--- src/rtl/rdec_pkg.sv ---
package rdec_pkg;
  localparam int unsigned INSN_W = 32;
  localparam int unsigned REG_AW = 5;
  localparam int unsigned OP_W   = 6;

  typedef enum logic [4:0] {
    ALU_NONE = 5'd0,  ALU_ADD = 5'd1,  ALU_SUB = 5'd2,  ALU_MUL = 5'd3,
    ALU_AND  = 5'd4,  ALU_OR  = 5'd5,  ALU_XOR = 5'd6,  ALU_NOR = 5'd7,
    ALU_SLL  = 5'd8,  ALU_SRL = 5'd9,  ALU_SRA = 5'd10, ALU_ROL = 5'd11,
    ALU_ROR  = 5'd12, ALU_EQ  = 5'd13, ALU_NE  = 5'd14, ALU_LT  = 5'd15,
    ALU_GE   = 5'd16, ALU_LTU = 5'd17, ALU_GEU = 5'd18,
    ALU_MHSS = 5'd19, ALU_MHUU = 5'd20, ALU_MHSU = 5'd21,
    ALU_DIVS = 5'd22, ALU_DIVU = 5'd23, ALU_LINK = 5'd24,
    ALU_CTRD = 5'd25, ALU_CTWR = 5'd26
  } alu_op_e;

  typedef enum logic [3:0] {
    FL_NONE = 4'd0, FL_ALWAYS = 4'd1, FL_EQ = 4'd2, FL_NE = 4'd3,
    FL_LT   = 4'd4, FL_GE     = 4'd5, FL_LTU = 4'd6, FL_GEU = 4'd7,
    FL_REG  = 4'd8, FL_XRET   = 4'd9
  } flow_e;

  typedef enum logic [2:0] {
    EXC_NONE = 3'd0, EXC_ILLEGAL = 3'd1, EXC_UNIMPL = 3'd2,
    EXC_TRAP = 3'd3, EXC_BREAK = 3'd4
  } exc_e;

  typedef enum logic [1:0] {SZ_BYTE = 2'd0, SZ_HALF = 2'd1, SZ_WORD = 2'd2} msize_e;
  typedef enum logic [2:0] {IMM_NONE, IMM_SEXT, IMM_ZEXT, IMM_HIGH, IMM_U5} imm_sel_e;
  typedef enum logic [1:0] {DST_NONE, DST_B, DST_C, DST_LINK} dst_e;
  typedef enum logic [1:0] {ASEL_FIELD, ASEL_RA, ASEL_BA, ASEL_EA} asel_e;
  typedef enum logic [1:0] {TGT_NONE, TGT_REL, TGT_ABS} tgt_e;

  typedef struct packed {
    alu_op_e  alu;
    imm_sel_e imm_sel;
    dst_e     dst;
    asel_e    asel;
    tgt_e     tgt;
    flow_e    flow;
    exc_e     exc;
    logic     mem_rd;
    logic     mem_wr;
    msize_e   size;
    logic     msigned;
    logic     bypass;
  } ctl_t;

  function automatic ctl_t ctl_nop();
    ctl_t t;
    t = '0;
    return t;
  endfunction

  function automatic ctl_t ctl_exc(exc_e e);
    ctl_t t;
    t = '0;
    t.exc = e;
    return t;
  endfunction

  function automatic ctl_t ctl_alu(alu_op_e op, imm_sel_e s, dst_e d);
    ctl_t t;
    t = '0;
    t.alu = op;
    t.imm_sel = s;
    t.dst = d;
    return t;
  endfunction

  function automatic ctl_t ctl_mem(logic wr, msize_e sz, logic sg, logic bp);
    ctl_t t;
    t = ctl_alu(ALU_ADD, IMM_SEXT, wr ? DST_NONE : DST_B);
    t.mem_rd  = ~wr;
    t.mem_wr  = wr;
    t.size    = sz;
    t.msigned = sg;
    t.bypass  = bp;
    return t;
  endfunction

  function automatic ctl_t ctl_br(flow_e f);
    ctl_t t;
    t = '0;
    t.flow = f;
    t.tgt  = TGT_REL;
    return t;
  endfunction

  function automatic ctl_t ctl_jr(flow_e f, asel_e a);
    ctl_t t;
    t = '0;
    t.flow = f;
    t.asel = a;
    return t;
  endfunction
endpackage

--- src/rtl/rdec_fields.sv ---
module rdec_fields
  import rdec_pkg::*;
(
  input  logic [INSN_W-1:0] insn_i,
  input  imm_sel_e          imm_sel_i,
  output logic [OP_W-1:0]   op_o,
  output logic [OP_W-1:0]   opx_o,
  output logic [REG_AW-1:0] a_o,
  output logic [REG_AW-1:0] b_o,
  output logic [REG_AW-1:0] c_o,
  output logic [15:0]       imm16_o,
  output logic [25:0]       imm26_o,
  output logic [INSN_W-1:0] imm_o
);
  logic [4:0] imm5;

  assign op_o    = insn_i[5:0];
  assign imm5    = insn_i[10:6];
  assign opx_o   = insn_i[16:11];
  assign c_o     = insn_i[21:17];
  assign b_o     = insn_i[26:22];
  assign a_o     = insn_i[31:27];
  assign imm16_o = insn_i[21:6];
  assign imm26_o = insn_i[31:6];

  always_comb begin
    unique case (imm_sel_i)
      IMM_SEXT: imm_o = {{16{imm16_o[15]}}, imm16_o};
      IMM_ZEXT: imm_o = {16'h0, imm16_o};
      IMM_HIGH: imm_o = {imm16_o, 16'h0};
      IMM_U5:   imm_o = {27'h0, imm5};
      default:  imm_o = '0;
    endcase
  end
endmodule

--- src/rtl/rdec_primary.sv ---
module rdec_primary
  import rdec_pkg::*;
(
  input  logic [OP_W-1:0] op_i,
  output logic            rtype_o,
  output ctl_t            ctl_o
);
  always_comb begin
    rtype_o = 1'b0;
    ctl_o   = ctl_exc(EXC_ILLEGAL);
    unique case (op_i)
      6'h00: begin
        ctl_o = ctl_br(FL_ALWAYS);
        ctl_o.tgt = TGT_ABS;
        ctl_o.alu = ALU_LINK;
        ctl_o.dst = DST_LINK;
      end
      6'h01: begin
        ctl_o = ctl_br(FL_ALWAYS);
        ctl_o.tgt = TGT_ABS;
      end
      6'h06: ctl_o = ctl_br(FL_ALWAYS);
      6'h26: ctl_o = ctl_br(FL_EQ);
      6'h1E: ctl_o = ctl_br(FL_NE);
      6'h16: ctl_o = ctl_br(FL_LT);
      6'h0E: ctl_o = ctl_br(FL_GE);
      6'h36: ctl_o = ctl_br(FL_LTU);
      6'h2E: ctl_o = ctl_br(FL_GEU);
      // loads: plain and cache-bypass forms
      6'h03: ctl_o = ctl_mem(1'b0, SZ_BYTE, 1'b0, 1'b0);
      6'h07: ctl_o = ctl_mem(1'b0, SZ_BYTE, 1'b1, 1'b0);
      6'h0B: ctl_o = ctl_mem(1'b0, SZ_HALF, 1'b0, 1'b0);
      6'h0F: ctl_o = ctl_mem(1'b0, SZ_HALF, 1'b1, 1'b0);
      6'h17: ctl_o = ctl_mem(1'b0, SZ_WORD, 1'b0, 1'b0);
      6'h23: ctl_o = ctl_mem(1'b0, SZ_BYTE, 1'b0, 1'b1);
      6'h27: ctl_o = ctl_mem(1'b0, SZ_BYTE, 1'b1, 1'b1);
      6'h2B: ctl_o = ctl_mem(1'b0, SZ_HALF, 1'b0, 1'b1);
      6'h2F: ctl_o = ctl_mem(1'b0, SZ_HALF, 1'b1, 1'b1);
      6'h37: ctl_o = ctl_mem(1'b0, SZ_WORD, 1'b0, 1'b1);
      // stores
      6'h05: ctl_o = ctl_mem(1'b1, SZ_BYTE, 1'b0, 1'b0);
      6'h0D: ctl_o = ctl_mem(1'b1, SZ_HALF, 1'b0, 1'b0);
      6'h15: ctl_o = ctl_mem(1'b1, SZ_WORD, 1'b0, 1'b0);
      6'h25: ctl_o = ctl_mem(1'b1, SZ_BYTE, 1'b0, 1'b1);
      6'h2D: ctl_o = ctl_mem(1'b1, SZ_HALF, 1'b0, 1'b1);
      6'h35: ctl_o = ctl_mem(1'b1, SZ_WORD, 1'b0, 1'b1);
      // arithmetic / logic with immediate
      6'h04: ctl_o = ctl_alu(ALU_ADD, IMM_SEXT, DST_B);
      6'h24: ctl_o = ctl_alu(ALU_MUL, IMM_SEXT, DST_B);
      6'h0C: ctl_o = ctl_alu(ALU_AND, IMM_ZEXT, DST_B);
      6'h14: ctl_o = ctl_alu(ALU_OR,  IMM_ZEXT, DST_B);
      6'h1C: ctl_o = ctl_alu(ALU_XOR, IMM_ZEXT, DST_B);
      6'h2C: ctl_o = ctl_alu(ALU_AND, IMM_HIGH, DST_B);
      6'h34: ctl_o = ctl_alu(ALU_OR,  IMM_HIGH, DST_B);
      6'h3C: ctl_o = ctl_alu(ALU_XOR, IMM_HIGH, DST_B);
      6'h08: ctl_o = ctl_alu(ALU_GE,  IMM_SEXT, DST_B);
      6'h10: ctl_o = ctl_alu(ALU_LT,  IMM_SEXT, DST_B);
      6'h18: ctl_o = ctl_alu(ALU_NE,  IMM_SEXT, DST_B);
      6'h20: ctl_o = ctl_alu(ALU_EQ,  IMM_SEXT, DST_B);
      6'h28: ctl_o = ctl_alu(ALU_GEU, IMM_ZEXT, DST_B);
      6'h30: ctl_o = ctl_alu(ALU_LTU, IMM_ZEXT, DST_B);
      // cache maintenance: no effect
      6'h13, 6'h1B, 6'h33, 6'h3B: ctl_o = ctl_nop();
      6'h32, 6'h38: ctl_o = ctl_exc(EXC_UNIMPL);
      6'h3A: begin
        rtype_o = 1'b1;
        ctl_o   = ctl_nop();
      end
      default: ctl_o = ctl_exc(EXC_ILLEGAL);
    endcase
  end
endmodule

--- src/rtl/rdec_ext.sv ---
module rdec_ext
  import rdec_pkg::*;
(
  input  logic [OP_W-1:0] opx_i,
  output ctl_t            ctl_o
);
  always_comb begin
    ctl_o = ctl_exc(EXC_ILLEGAL);
    unique case (opx_i)
      6'h01: ctl_o = ctl_jr(FL_XRET, ASEL_EA);
      6'h05: ctl_o = ctl_jr(FL_REG, ASEL_RA);
      6'h09: ctl_o = ctl_jr(FL_REG, ASEL_BA);
      6'h0D: ctl_o = ctl_jr(FL_REG, ASEL_FIELD);
      6'h1D: begin
        ctl_o = ctl_jr(FL_REG, ASEL_FIELD);
        ctl_o.alu = ALU_LINK;
        ctl_o.dst = DST_LINK;
      end
      6'h1C: ctl_o = ctl_alu(ALU_LINK, IMM_NONE, DST_C);
      6'h02: ctl_o = ctl_alu(ALU_ROL,  IMM_U5,   DST_C);
      6'h03: ctl_o = ctl_alu(ALU_ROL,  IMM_NONE, DST_C);
      6'h0B: ctl_o = ctl_alu(ALU_ROR,  IMM_NONE, DST_C);
      6'h12: ctl_o = ctl_alu(ALU_SLL,  IMM_U5,   DST_C);
      6'h13: ctl_o = ctl_alu(ALU_SLL,  IMM_NONE, DST_C);
      6'h1A: ctl_o = ctl_alu(ALU_SRL,  IMM_U5,   DST_C);
      6'h1B: ctl_o = ctl_alu(ALU_SRL,  IMM_NONE, DST_C);
      6'h3A: ctl_o = ctl_alu(ALU_SRA,  IMM_U5,   DST_C);
      6'h3B: ctl_o = ctl_alu(ALU_SRA,  IMM_NONE, DST_C);
      6'h06: ctl_o = ctl_alu(ALU_NOR,  IMM_NONE, DST_C);
      6'h0E: ctl_o = ctl_alu(ALU_AND,  IMM_NONE, DST_C);
      6'h16: ctl_o = ctl_alu(ALU_OR,   IMM_NONE, DST_C);
      6'h1E: ctl_o = ctl_alu(ALU_XOR,  IMM_NONE, DST_C);
      6'h31: ctl_o = ctl_alu(ALU_ADD,  IMM_NONE, DST_C);
      6'h39: ctl_o = ctl_alu(ALU_SUB,  IMM_NONE, DST_C);
      6'h27: ctl_o = ctl_alu(ALU_MUL,  IMM_NONE, DST_C);
      6'h1F: ctl_o = ctl_alu(ALU_MHSS, IMM_NONE, DST_C);
      6'h07: ctl_o = ctl_alu(ALU_MHUU, IMM_NONE, DST_C);
      6'h17: ctl_o = ctl_alu(ALU_MHSU, IMM_NONE, DST_C);
      6'h25: ctl_o = ctl_alu(ALU_DIVS, IMM_NONE, DST_C);
      6'h24: ctl_o = ctl_alu(ALU_DIVU, IMM_NONE, DST_C);
      6'h20: ctl_o = ctl_alu(ALU_EQ,   IMM_NONE, DST_C);
      6'h18: ctl_o = ctl_alu(ALU_NE,   IMM_NONE, DST_C);
      6'h10: ctl_o = ctl_alu(ALU_LT,   IMM_NONE, DST_C);
      6'h08: ctl_o = ctl_alu(ALU_GE,   IMM_NONE, DST_C);
      6'h30: ctl_o = ctl_alu(ALU_LTU,  IMM_NONE, DST_C);
      6'h28: ctl_o = ctl_alu(ALU_GEU,  IMM_NONE, DST_C);
      6'h26: ctl_o = ctl_alu(ALU_CTRD, IMM_U5,   DST_C);
      6'h2E: ctl_o = ctl_alu(ALU_CTWR, IMM_U5,   DST_NONE);
      6'h2D: ctl_o = ctl_exc(EXC_TRAP);
      6'h34: ctl_o = ctl_exc(EXC_BREAK);
      6'h14: ctl_o = ctl_exc(EXC_UNIMPL);
      6'h04, 6'h0C, 6'h29, 6'h36: ctl_o = ctl_nop();
      default: ctl_o = ctl_exc(EXC_ILLEGAL);
    endcase
  end
endmodule

--- src/rtl/rdec_target.sv ---
module rdec_target
  import rdec_pkg::*;
(
  input  logic [INSN_W-1:0] pc_i,
  input  logic [15:0]       imm16_i,
  input  logic [25:0]       imm26_i,
  input  tgt_e              tgt_i,
  output logic [INSN_W-1:0] target_o,
  output logic [INSN_W-1:0] link_o
);
  localparam int unsigned PAGE_W = INSN_W - 28;
  logic [INSN_W-1:0] rel_off;

  assign link_o  = pc_i + INSN_W'(4);
  assign rel_off = {{(INSN_W-16){imm16_i[15]}}, imm16_i[15:2], 2'b00};

  always_comb begin
    unique case (tgt_i)
      TGT_REL: target_o = link_o + rel_off;
      TGT_ABS: target_o = {pc_i[INSN_W-1 -: PAGE_W], imm26_i, 2'b00};
      default: target_o = '0;
    endcase
  end
endmodule

--- src/rtl/risc_insn_decode.sv ---
module risc_insn_decode
  import rdec_pkg::*;
#(
  parameter int unsigned LINK_IDX = 31,
  parameter int unsigned BRET_IDX = 30,
  parameter int unsigned XRET_IDX = 29
) (
  input  logic        clk_i,
  input  logic        rst_ni,
  input  logic        valid_i,
  input  logic [31:0] insn_i,
  input  logic [31:0] pc_i,
  output logic        valid_o,
  output logic [4:0]  ra_idx_o,
  output logic [4:0]  rb_idx_o,
  output logic [4:0]  rd_idx_o,
  output logic        rd_we_o,
  output logic [4:0]  alu_op_o,
  output logic [31:0] imm_o,
  output logic        use_imm_o,
  output logic        mem_rd_o,
  output logic        mem_wr_o,
  output logic [1:0]  mem_size_o,
  output logic        mem_signed_o,
  output logic        mem_bypass_o,
  output logic [3:0]  flow_o,
  output logic [31:0] target_o,
  output logic [31:0] link_o,
  output logic [2:0]  exc_o
);
  logic [OP_W-1:0]   op, opx;
  logic [REG_AW-1:0] fa, fb, fc;
  logic [15:0]       imm16;
  logic [25:0]       imm26;
  logic [INSN_W-1:0] imm_c, tgt_c, link_c;
  logic              is_rtype;
  ctl_t              pri_ctl, ext_ctl, ctl;
  logic [REG_AW-1:0] rd_c, ra_c;

  rdec_fields u_fields (
    .insn_i(insn_i), .imm_sel_i(ctl.imm_sel), .op_o(op), .opx_o(opx),
    .a_o(fa), .b_o(fb), .c_o(fc), .imm16_o(imm16), .imm26_o(imm26), .imm_o(imm_c)
  );

  rdec_primary u_primary (.op_i(op), .rtype_o(is_rtype), .ctl_o(pri_ctl));
  rdec_ext     u_ext     (.opx_i(opx), .ctl_o(ext_ctl));

  assign ctl = is_rtype ? ext_ctl : pri_ctl;

  rdec_target u_target (
    .pc_i(pc_i), .imm16_i(imm16), .imm26_i(imm26), .tgt_i(ctl.tgt),
    .target_o(tgt_c), .link_o(link_c)
  );

  always_comb begin
    unique case (ctl.dst)
      DST_B:    rd_c = fb;
      DST_C:    rd_c = fc;
      DST_LINK: rd_c = REG_AW'(LINK_IDX);
      default:  rd_c = '0;
    endcase
    unique case (ctl.asel)
      ASEL_RA: ra_c = REG_AW'(LINK_IDX);
      ASEL_BA: ra_c = REG_AW'(BRET_IDX);
      ASEL_EA: ra_c = REG_AW'(XRET_IDX);
      default: ra_c = fa;
    endcase
  end

  always_ff @(posedge clk_i or negedge rst_ni) begin
    if (!rst_ni) begin
      valid_o      <= 1'b0;
      ra_idx_o     <= '0;
      rb_idx_o     <= '0;
      rd_idx_o     <= '0;
      rd_we_o      <= 1'b0;
      alu_op_o     <= '0;
      imm_o        <= '0;
      use_imm_o    <= 1'b0;
      mem_rd_o     <= 1'b0;
      mem_wr_o     <= 1'b0;
      mem_size_o   <= '0;
      mem_signed_o <= 1'b0;
      mem_bypass_o <= 1'b0;
      flow_o       <= '0;
      target_o     <= '0;
      link_o       <= '0;
      exc_o        <= '0;
    end else begin
      valid_o <= valid_i;
      if (valid_i) begin
        ra_idx_o     <= ra_c;
        rb_idx_o     <= fb;
        rd_idx_o     <= rd_c;
        rd_we_o      <= (ctl.dst != DST_NONE) && (rd_c != '0);
        alu_op_o     <= ctl.alu;
        imm_o        <= imm_c;
        use_imm_o    <= (ctl.imm_sel != IMM_NONE);
        mem_rd_o     <= ctl.mem_rd;
        mem_wr_o     <= ctl.mem_wr;
        mem_size_o   <= ctl.size;
        mem_signed_o <= ctl.msigned;
        mem_bypass_o <= ctl.bypass;
        flow_o       <= ctl.flow;
        target_o     <= tgt_c;
        link_o       <= link_c;
        exc_o        <= ctl.exc;
      end
    end
  end
endmodule

--- config.mk ---
export PLATFORM = sky130hd
export DESIGN_NAME = risc_insn_decode
export DESIGN_NICKNAME = d
export VERILOG_FILES = /design/src/rtl/rdec_pkg.sv /design/src/rtl/rdec_fields.sv /design/src/rtl/rdec_primary.sv /design/src/rtl/rdec_ext.sv /design/src/rtl/rdec_target.sv /design/src/rtl/risc_insn_decode.sv
export SDC_FILE = /design/constraint.sdc
export NUM_CORES = 1
export LEC_CHECK = 0
export BUFFER_PORTS_ARGS = -buffer_cell sky130_fd_sc_hd__buf_2
export CORE_ASPECT_RATIO = 0.5
export CORE_UTILIZATION = 33
export CTS_CLUSTER_DIAMETER = 50
export DETAILED_ROUTE_END_ITERATION = 10
export PLACE_DENSITY_LB_ADDON = 0.12
export RECOVER_POWER = 25
export SETUP_SLACK_MARGIN = 0.05
export SLEW_MARGIN = 20
export SYNTH_ARGS = -nofsm -noshare
export SYNTH_HDL_FRONTEND = slang
export SYNTH_SLANG_ARGS = --single-unit
--- constraint.sdc ---
create_clock -name clk_i -period 1.75 [get_ports clk_i]
set_clock_uncertainty 0.15 [all_clocks]
set_input_delay 0.2625 -clock clk_i [delete_from_list [all_inputs] [get_ports clk_i]]
set_output_delay 0.2625 -clock clk_i [all_outputs]
set_load 0.05 [all_outputs]
* Yosys cells after proc, flatten, opt, wreduce, memory -nomap -nowiden
Memory sizes are Yosys's and may differ from the RTL's.
Cells that the tools add are included.
** Storage, ports and cells
- Register bits after elaboration :: 132
- Bits in latches :: 0
- Bits in writable memories :: 0
- Bits in read-only memories :: 960
- Input port bits :: 67
- Output and inout bits :: 132
- Memories :: 1
** Operators by class
- Add/subtract/negate cells :: 2
- Multipliers :: 0
- Div/mod/pow operators :: 0
- Magnitude comparators :: 0
- Equal/unequal tests :: 57
- Shift-type cells :: 0
- Muxes and demuxes :: 7
- Bitwise logic cells :: 0
- Reductions and logical operators :: 7
** Memories
- (name not given) :: depth 64, bits a word 15, read ports 1, clocked after memory_dff 0, wr ports 0, line rdec_ext.sv:9 : unique case (opx_i)
** Operator list (number)
- $pmux W27 S41 :: 1
- $eq A6 B6 Y1 const B :: 23
- $pmux W32 S4 :: 1
- $pmux W32 S2 :: 1
- $eq A6 B5 Y1 const B :: 10
- $eq A6 B4 Y1 const B :: 6
- $add A32 B3 Y32 const B :: 1
- $add A32 B32 Y32 :: 1
- $pmux W5 S3 :: 2
- $mux W27 :: 1
- $eq A6 B3 Y1 const B :: 4
- $eq A2 B2 Y1 const B :: 5
- $eq A2 B1 Y1 const B :: 3
- $eq A3 B2 Y1 const B :: 2
- $eq A6 B1 Y1 const B :: 1
- $eq A6 B2 Y1 const B :: 1
- $logic_not A6 Y1 :: 1
- $reduce_bool A5 Y1 :: 1
- $reduce_or A5 Y1 :: 1
- $eq A3 B1 Y1 const B :: 1
- $eq A3 B3 Y1 const B :: 1
- $reduce_bool A3 Y1 :: 1
- $reduce_bool A2 Y1 :: 1
- $reduce_or A2 Y1 :: 1
- other kinds (2) :: 2

* Depth between registers and ports, before layout
Gate-level depths: netlist of run 1.
- Depth in word-level cells :: 8
- Gate-level depth with buffers :: 17

* Modules after synthesis
Synthesis of run 1 repeated with hierarchy kept, for this count alone.
** Unflattened totals
- Cell total of the unflattened synthesis :: 1112
- Area, all modules :: 10303.6 um2
** Modules (own cells, without submodules)
- risc_insn_decode :: instances 1, cells each 364, area each 5283.8 um2, seq. area each 3303.2 um2
- rdec_target :: instances 1, cells each 391, area each 2615.0 um2, seq. area each 0.0 um2
- rdec_fields :: instances 1, cells each 135, area each 996.0 um2, seq. area each 0.0 um2
- rdec_ext :: instances 1, cells each 130, area each 852.1 um2, seq. area each 0.0 um2
- rdec_primary :: instances 1, cells each 92, area each 556.8 um2, seq. area each 0.0 um2

* Least setup slack after synthesis of run 1
OpenSTA, ideal clock, no wires.
- Path type :: input to register
- Start point :: input port pc_i[2]
- End point :: register target_o[28]
- Data arrival time :: 3.128 ns
- Slack :: -1.610 ns
- Cell stages on the path :: 15
- Path through :: and3_1 nand4_1 nor3_2 nand3_1 xnor2_1 ha_1 a21oi_1 nand3b_1 a221oi_1 a21oi_1 o31ai_1 nand2_1 o2111ai_1 mux2_2 o21ai_0
** On the way
- Word-level cells in the longest chain between the ends :: 3
** RTL lines
- start: declaration :: line risc_insn_decode.sv:12 : input logic [31:0] pc_i,
- $add A32 B3 Y32 :: line rdec_target.sv:14 : assign link_o = pc_i + INSN_W'(4);
- net link_c[21] :: line risc_insn_decode.sv:35 : logic [INSN_W-1:0] imm_c, tgt_c, link_c;
- $add A32 B32 Y32 :: line rdec_target.sv:19 : TGT_REL: target_o = link_o + rel_off;
- $pmux W32 S2 :: line rdec_target.sv:18 : unique case (tgt_i)
- end signal: assignment :: line risc_insn_decode.sv:105 : target_o <= tgt_c;
- end: declaration :: line risc_insn_decode.sv:27 : output logic [31:0] target_o,
The timed path passes the listed nets, and every way through them passes these cells.
A chain may end at the register's enable or synchronous reset.

* Final worst setup path of run 1
- Start point :: input port pc_i[6]
- End point :: register target_o[31]
The elaborated chain is that of the path after synthesis.

==> results of run 1 <==
-- cells by family after synthesis --
kind of cell | Yosys count
AOI/OAI and AO/OA | 307
DFF | 132
adders and majority gates | 39
buffers and inverters | 110
and+or+nand+nor | 306
muxes | 22
xor gates and xnor gates | 58
-- synth_stat cells (20+ instances only) --
master / instances
a21o_1: 21
clkbuf_1: 57
o2bb2ai_1: 37
nor2_1: 123
inv_1: 41
dfrtp_1: 132
ha_1: 37
mux2_2: 20
nand3_1: 31
xnor2_1: 30
a22oi_1: 26
xor2_1: 28
o21ai_0: 63
nand2_1: 90
a21oi_1: 76
-- area by class of cell --
cell class | instances | area [µm²]
clock inverter | 13 | 184
multi-input combinational | 732 | 6040
sequential | 132 | 3300
tap | 336 | 420
inverter | 43 | 178
fill | 2135 | 10300
clock buffer | 18 | 439
timing repair buffer | 500 | 3660
-- worst max-delay path, stage by stage --
cell,delay [ps]
buf_6,80
and3_4,200
nand4_1,170
nor2_4,190
buf_6,140
buf_4,130
xor2_4,190
ha_4,250
nand3_1,70
o221ai_1,110
a211o_2,330
a31oi_4,210
o41ai_4,110
buf_6,150
a311oi_2,230
xnor2_1,160
o21ai_1,80
-- timing repair --
item / in CTS / in global routing
hold buffers: 12 / 0
setup endpoints to repair: 65 / 70
pin swaps: 67 / 76
gates resized for setup: 139 / 127
gates cloned: 1 / 0
buffers inserted: 21 / 42
endpoints found under the hold margin: 151 / 0
-- registers in the layout, indices dropped and copies added, names as in the netlist, 2 cells and up --
signal and flops:
rd_idx_o 5, link_o 32, alu_op_o 5, flow_o 4, target_o 32, ra_idx_o 5, rb_idx_o 5, imm_o 32
mem_size_o 2, exc_o 3
-- worst min path at each step --
| stage | endpoint | slack, ps | cells after the start |
|---|---|---|---|
| floorplan | alu_op_o[0] | -180 | 0 |
| global placement | link_o[18] | 50 | 1 |
| detailed placement | link_o[18] | 50 | 1 |
| CTS | target_o[22] | 8 | 3 |
| global route | rb_idx_o[4] | 20 | 2 |
| finish | target_o[22] | 30 | 3 |
-- layer usage --
metal,global-route usage,part of all wire,routed length [µm]
met3,0.0572,0.037,1180
met4,0.0720,0.021,673
met1,0.331,0.46,14800
met2,0.397,0.48,15300
met5,0,0,0
-- stage by stage --
step           hold slack [ps]  instances  setup WS [ps]
6_report                  32.7       1774          -1150
2_1_floorplan             -183        974          -1430
3_5_place_dp              48.7       1673          -1840
5_1_grt                   17.9       1774          -1300
4_1_cts                   8.13       1736          -1120
3_3_place_gp              45.9       1673          -1760
-- power groups by stage --
stage	Combinational, mW	Sequential (mW)	Clock (mW)
final	3.76	3.41	3.85
after global routing	4.01	3.43	4.07
after CTS	3.51	3.41	3.94
after floorplan	1.25	4.25	0
after global placement	3.24	3.45	0
after detailed placement	3.25	3.46	0
==> summary.txt, run 1 <==
Run status
  – Status: finished, violations left
  – Failing checks: negative setup slack

Power
  – Switch share: 0.350
  – Final Power: 11.0 mW
  – Peak supply drop: 0.490 mV
  – Internal power: 7.15 mW
  – Clock share of power: 0.349
  – Power density cells: 774 mW/mm²
  – Combinational power share: 0.341
  – NetSw: 3.86 mW
  – Reg power frac: 0.309
  – P_leak: 6.63 nW

Floorplan
  – Die area: 0.0261 mm²
  – Die W: 227 µm
  – I/O pin total: 199
  – Starting Density: 0.342
  – Chip height: 115 µm
  – Core Area: 0.0245 mm²
  – Row Count: 40

Synth
  – Top post-synthesis cells by area: dfrtp_1 39%, ha_1 5.5%, nor2_1 5.5%
  – Synth Area in Simple Gates: 0.161
  – Yosys warning total: 0
  – Synthesized area: 0.00838 mm²
  – Post-synth EDFFs: 0
  – Largest family of logic cells by synthesized area: compound AO/OA/AOI/OAI gates
  – Seq/Total Area, Yosys: 0.394
  – Mapped Nets: 1079
  – Mean Syn Cell Area: 8.60 µm²
  – Top-area cell type share of the netlist area: 0.394
  – Async SR Flop Fraction: 1.00
  – Mapped Cells: 974
  – Top FF cell, synth: dfrtp_1
  – Xor and xnor area share after synthesis: 0.0606
  – Synth area leader: dfrtp_1
  – Flops & latches, synth: 132
  – Post-synthesis compound-gate area fraction: 0.247
  – Synth unique cells: 65
  – Multiplexer share of the synthesized area: 0.0293
  – Post-synthesis adder-cell area fraction: 0.0588

GRT
  – Initial antenna violation count: 0
  – Largest net degree at the start of global routing: 46
  – Tot GR Track Use: 0.247
  – Number of global-route vias before repair: 8953
  – First-pass GRT wire length: 49400 µm
  – GRT Residual Overflow: 0

Setup path
  – Setup crit end kind: register
  – WP data required: 1920 ps
  – Critical Setup Path Class: in -> reg
  – Crit path DAT: 3070 ps
  – Setup crit start kind: input port
  – Setup slack, reg-to-reg: 650 ps
  – CP Max Fanout: 5
  – Reg-to-Reg Start: target_o[28]
  – Critical path endpoint: target_o[31]
  – Reg-to-Reg End: target_o[28]
  – FF-to-FF path depth: 2
  – Crit path from: pc_i[6]

Job
  – Max Cap Violations: 0

Final layout
  – Layout Cell Area excl Fill: 0.0142 mm²
  – N_diodes: 0
  – Final Core Density: 0.581
  – Final net count: 1531
  – Commonest non-fill, non-tap cell in the layout: buf_4
  – Layout cells sized above 1: 0.519
  – Most frequent cells in the layout: 236 x buf_4, 183 x buf_2, 132 x dfrtp_1
  – Area grow syn2layout: 69.6%

Placed design
  – PortBufs: 198
  – Dpl hpwl: 23000 µm
  – Placed Area: 0.0118 mm²
  – RePlAce Congestion: 0.876

Detailed routing
  – Post-route ant nets: 0
  – Post-route DRC: 0
  – DR vias/cell: 5.14
  – Initial DRC count: 520
  – Total number of vias: 9112
  – Routed wire per std cell: 18.0 µm
  – First drt pass iteration count: 5
  – DRT Wirelength: 32000 µm

STA
  – Min cycle time layout: 2900 ps
  – Final setup TNS: -26460 ps
  – Worst setup margin: -1150 ps
  – Max Slew Vio Count: 0
  – Endpoints failing setup: 63
  – Max-Slew Margin vs Limit: 0.333
  – Final hold violations: 0
  – Max Fclk: 345 MHz
  – Worst Max-Slew Pin Slew: 1000 ps
  – Unrepaired setup endpoints after global routing: true
  – Fin crit share: 1.66

CTS
  – Clk sinks: 132
  – CTS max path bufs: 2
  – CTS root buf: clkbuf_16
  – CTS tree: yes
  – Clk slew on worst S/H paths: 60 ps
  – Htree depth: 4
  – CTS buffer count: 17
  – Worst-Skew Late Latency: 440 ps

Hold path
  – Hold path startpoint: insn_i[26]
  – Hold WC Path Type: in -> reg
(Power assumes the default switching activity.)
==> run 2, diff against run 1 <==
--- a/config.mk
+++ b/config.mk
@@ -7,7 +7,7 @@
 export LEC_CHECK = 0
 export BUFFER_PORTS_ARGS = -buffer_cell sky130_fd_sc_hd__buf_2
 export CORE_ASPECT_RATIO = 0.5
-export CORE_UTILIZATION = 33
+export CORE_UTILIZATION = 50
 export CTS_CLUSTER_DIAMETER = 50
 export DETAILED_ROUTE_END_ITERATION = 10
 export PLACE_DENSITY_LB_ADDON = 0.12
==> summary.txt, run 2 (synthesis results as in run 1) <==
Final layout
  – Area grow syn2layout: 63.7%
  – Fillers: 985
  – Final net count: 1509
  – Final Core Density: 0.837
  – N_diodes: 0
  – Most frequent cells in the layout: 233 x buf_4, 189 x buf_2, 132 x dfrtp_1
  – Layout cells sized above 1: 0.507
  – Final std cells w/o fill: 1643
  – Commonest non-fill, non-tap cell in the layout: buf_4
  – Layout Cell Area excl Fill: 0.0137 mm²
  – Biggest regs: imm_o x32, link_o x32, target_o x32

STA
  – Max-Slew Margin vs Limit: 0.383
  – Max Slew Vio Count: 0
  – Endpoints failing setup: 35
  – Final hold violations: 0
  – Max Fclk: 318 MHz
  – Fin crit share: 1.80
  – Unrepaired setup endpoints after global routing: true
  – Worst Max-Slew Pin Slew: 926 ps
  – Worst setup margin: -1400 ps
  – Min cycle time layout: 3150 ps

Detailed routing
  – Routed wire per std cell: 20.9 µm
  – Routed wl met3: 2610 µm
  – Post-route DRC: 0
  – Metal2 WL: 16400 µm
  – DR vias/cell: 5.94
  – Total number of vias: 9765
  – Initial DRC count: 803
  – DRT Wirelength: 34300 µm
  – First drt pass iteration count: 5
  – Top sig layer: met4
  – Post-route ant nets: 0
  – Metal-1 WL: 13800 µm

Setup path
  – Critical Setup Path Class: in -> reg
  – Cell Chain, Critical Path: buf_6 -> and3_4 -> buf_4 -> nand3_1 -> xnor2_2 -> ha_4 -> a21o_1 -> a21oi_2 -> o221ai_2 -> a211o_2 -> a31oi_4 -> buf_6 -> a21oi_2 -> xor2_1 -> nand2_1 -> a31oi_1
  – Crit path from: pc_i[7]
  – Reg-to-Reg End: target_o[28]
  – Critical path endpoint: target_o[17]
  – Reg-to-Reg Start: target_o[28]
  – Setup slack, reg-to-reg: 620 ps
  – WP data required: 1960 ps
  – Critical path's largest stage delay: 400 ps
  – Crit path DAT: 3350 ps
  – FF-to-FF path depth: 2
  – CP Max Fanout: 5
  – Crit path max-delay cell type: xnor2_2
  – Setup crit start kind: input port
  – Setup crit end kind: register

Hold path
  – Hold WC Path Type: in -> reg

CTS
  – Worst-Skew Late Latency: 440 ps
  – Clk slew on worst S/H paths: 60 ps
  – CTS tree: yes
  – Clk sinks: 132
  – CTS root buf: clkbuf_16
  – Htree depth: 4
  – CTS max path bufs: 2
  – CTS buffer count: 17

Floorplan
  – Chip height: 93.5 µm
  – Row Count: 33
  – I/O pin total: 199
  – Starting Density: 0.511
  – Core Area: 0.0164 mm²
  – Die W: 185 µm
  – Die area: 0.0173 mm²

Placed design
  – PortBufs: 198
  – Placed cell count: 1560
  – RePlAce Congestion: 0.949
  – Dpl ws: -1770 ps
  – Dpl hpwl: 20900 µm
  – Placed Area: 0.0116 mm²

Job
  – Max Cap Violations: 0

GRT
  – Number of global-route vias before repair: 9057
  – Initial antenna violation count: 0
  – Tot GR Track Use: 0.356
  – First-pass GRT wire length: 47300 µm
  – GRT Residual Overflow: 0
  – Largest net degree at the start of global routing: 79

Power
  – Peak supply drop: 0.799 mV
  – Power density cells: 812 mW/mm²
  – P_leak: 6.50 nW
  – Final Power: 11.1 mW

Run status
  – Failing checks: negative setup slack
  – Status: finished, violations left
-- run 2: how the worst min path moves through the flow --
stage / startpoint / to / slack [ps] / cells past startpoint
after floorplan: rst_ni / alu_op_o[0] / -180 / 0
after global placement: rst_ni / imm_o[20] / 0.1 / 1
after detailed placement: rst_ni / imm_o[20] / 10 / 1
after CTS: insn_i[24] / rb_idx_o[2] / 0.8 / 2
after global routing: insn_i[23] / rb_idx_o[1] / 5 / 2
final: insn_i[23] / rb_idx_o[1] / 10 / 2
-- run 2: through the flow --
stage / setup TNS [ps] / hold slack [ps]
finish: -27990 / 13.0
detailed placement: -60260 / 10.1
global placement: -57320 / 0.141
global route: -31400 / 4.79
CTS: -20710 / 0.780
floorplan: -24600 / -183
-- run 2: where the power goes --
group	leakage, nW	switching, mW	total, mW	internal, mW
clock	0.296	1.52	3.89	2.37
sequential	1.67	0.133	3.41	3.28
combinational	4.54	2.39	3.84	1.45
total	6.50	4.03	11.1	7.10
-- run 2: what timing repair did --
action | in CTS | in global routing
setup buffers | 18 | 27
endpoints found under the setup margin | 52 | 71
gates resized for setup | 102 | 115
hold buffers | 12 | 0
gates cloned | 1 | 0
pin swaps | 65 | 80
hold endpoints to repair | 148 | 0
-- run 2: metal layers --
metal	vias to the layer above	GRT usage
li1	4335	-
met1	4745	0.469
met2	538	0.597
met3	147	0.0565
met4	0	0.122
met5	-	0
-- run 2: cell type report --
| cell class | count | area (µm²) | area share |
|---|---|---|---|
| sequential | 132 | 3300 | 0.241 |
| inverter | 43 | 175 | 0.0128 |
| clock buffer | 18 | 429 | 0.0313 |
| tap | 227 | 284 | 0.0207 |
| timing repair buffer | 478 | 3400 | 0.248 |
| clock inverter | 13 | 185 | 0.0135 |
| multi-input combinational | 732 | 5940 | 0.433 |
-- run 2: worst max-delay path: cells and delay by family --
family / cells / cell delay (ps)
AO/OA/AOI/OAI: 7 / 1410
XOR/XNOR: 2 / 620
AND/OR/NAND/NOR: 3 / 390
buffers and inverters: 3 / 340
adder cells (fa/ha/maj): 1 / 310
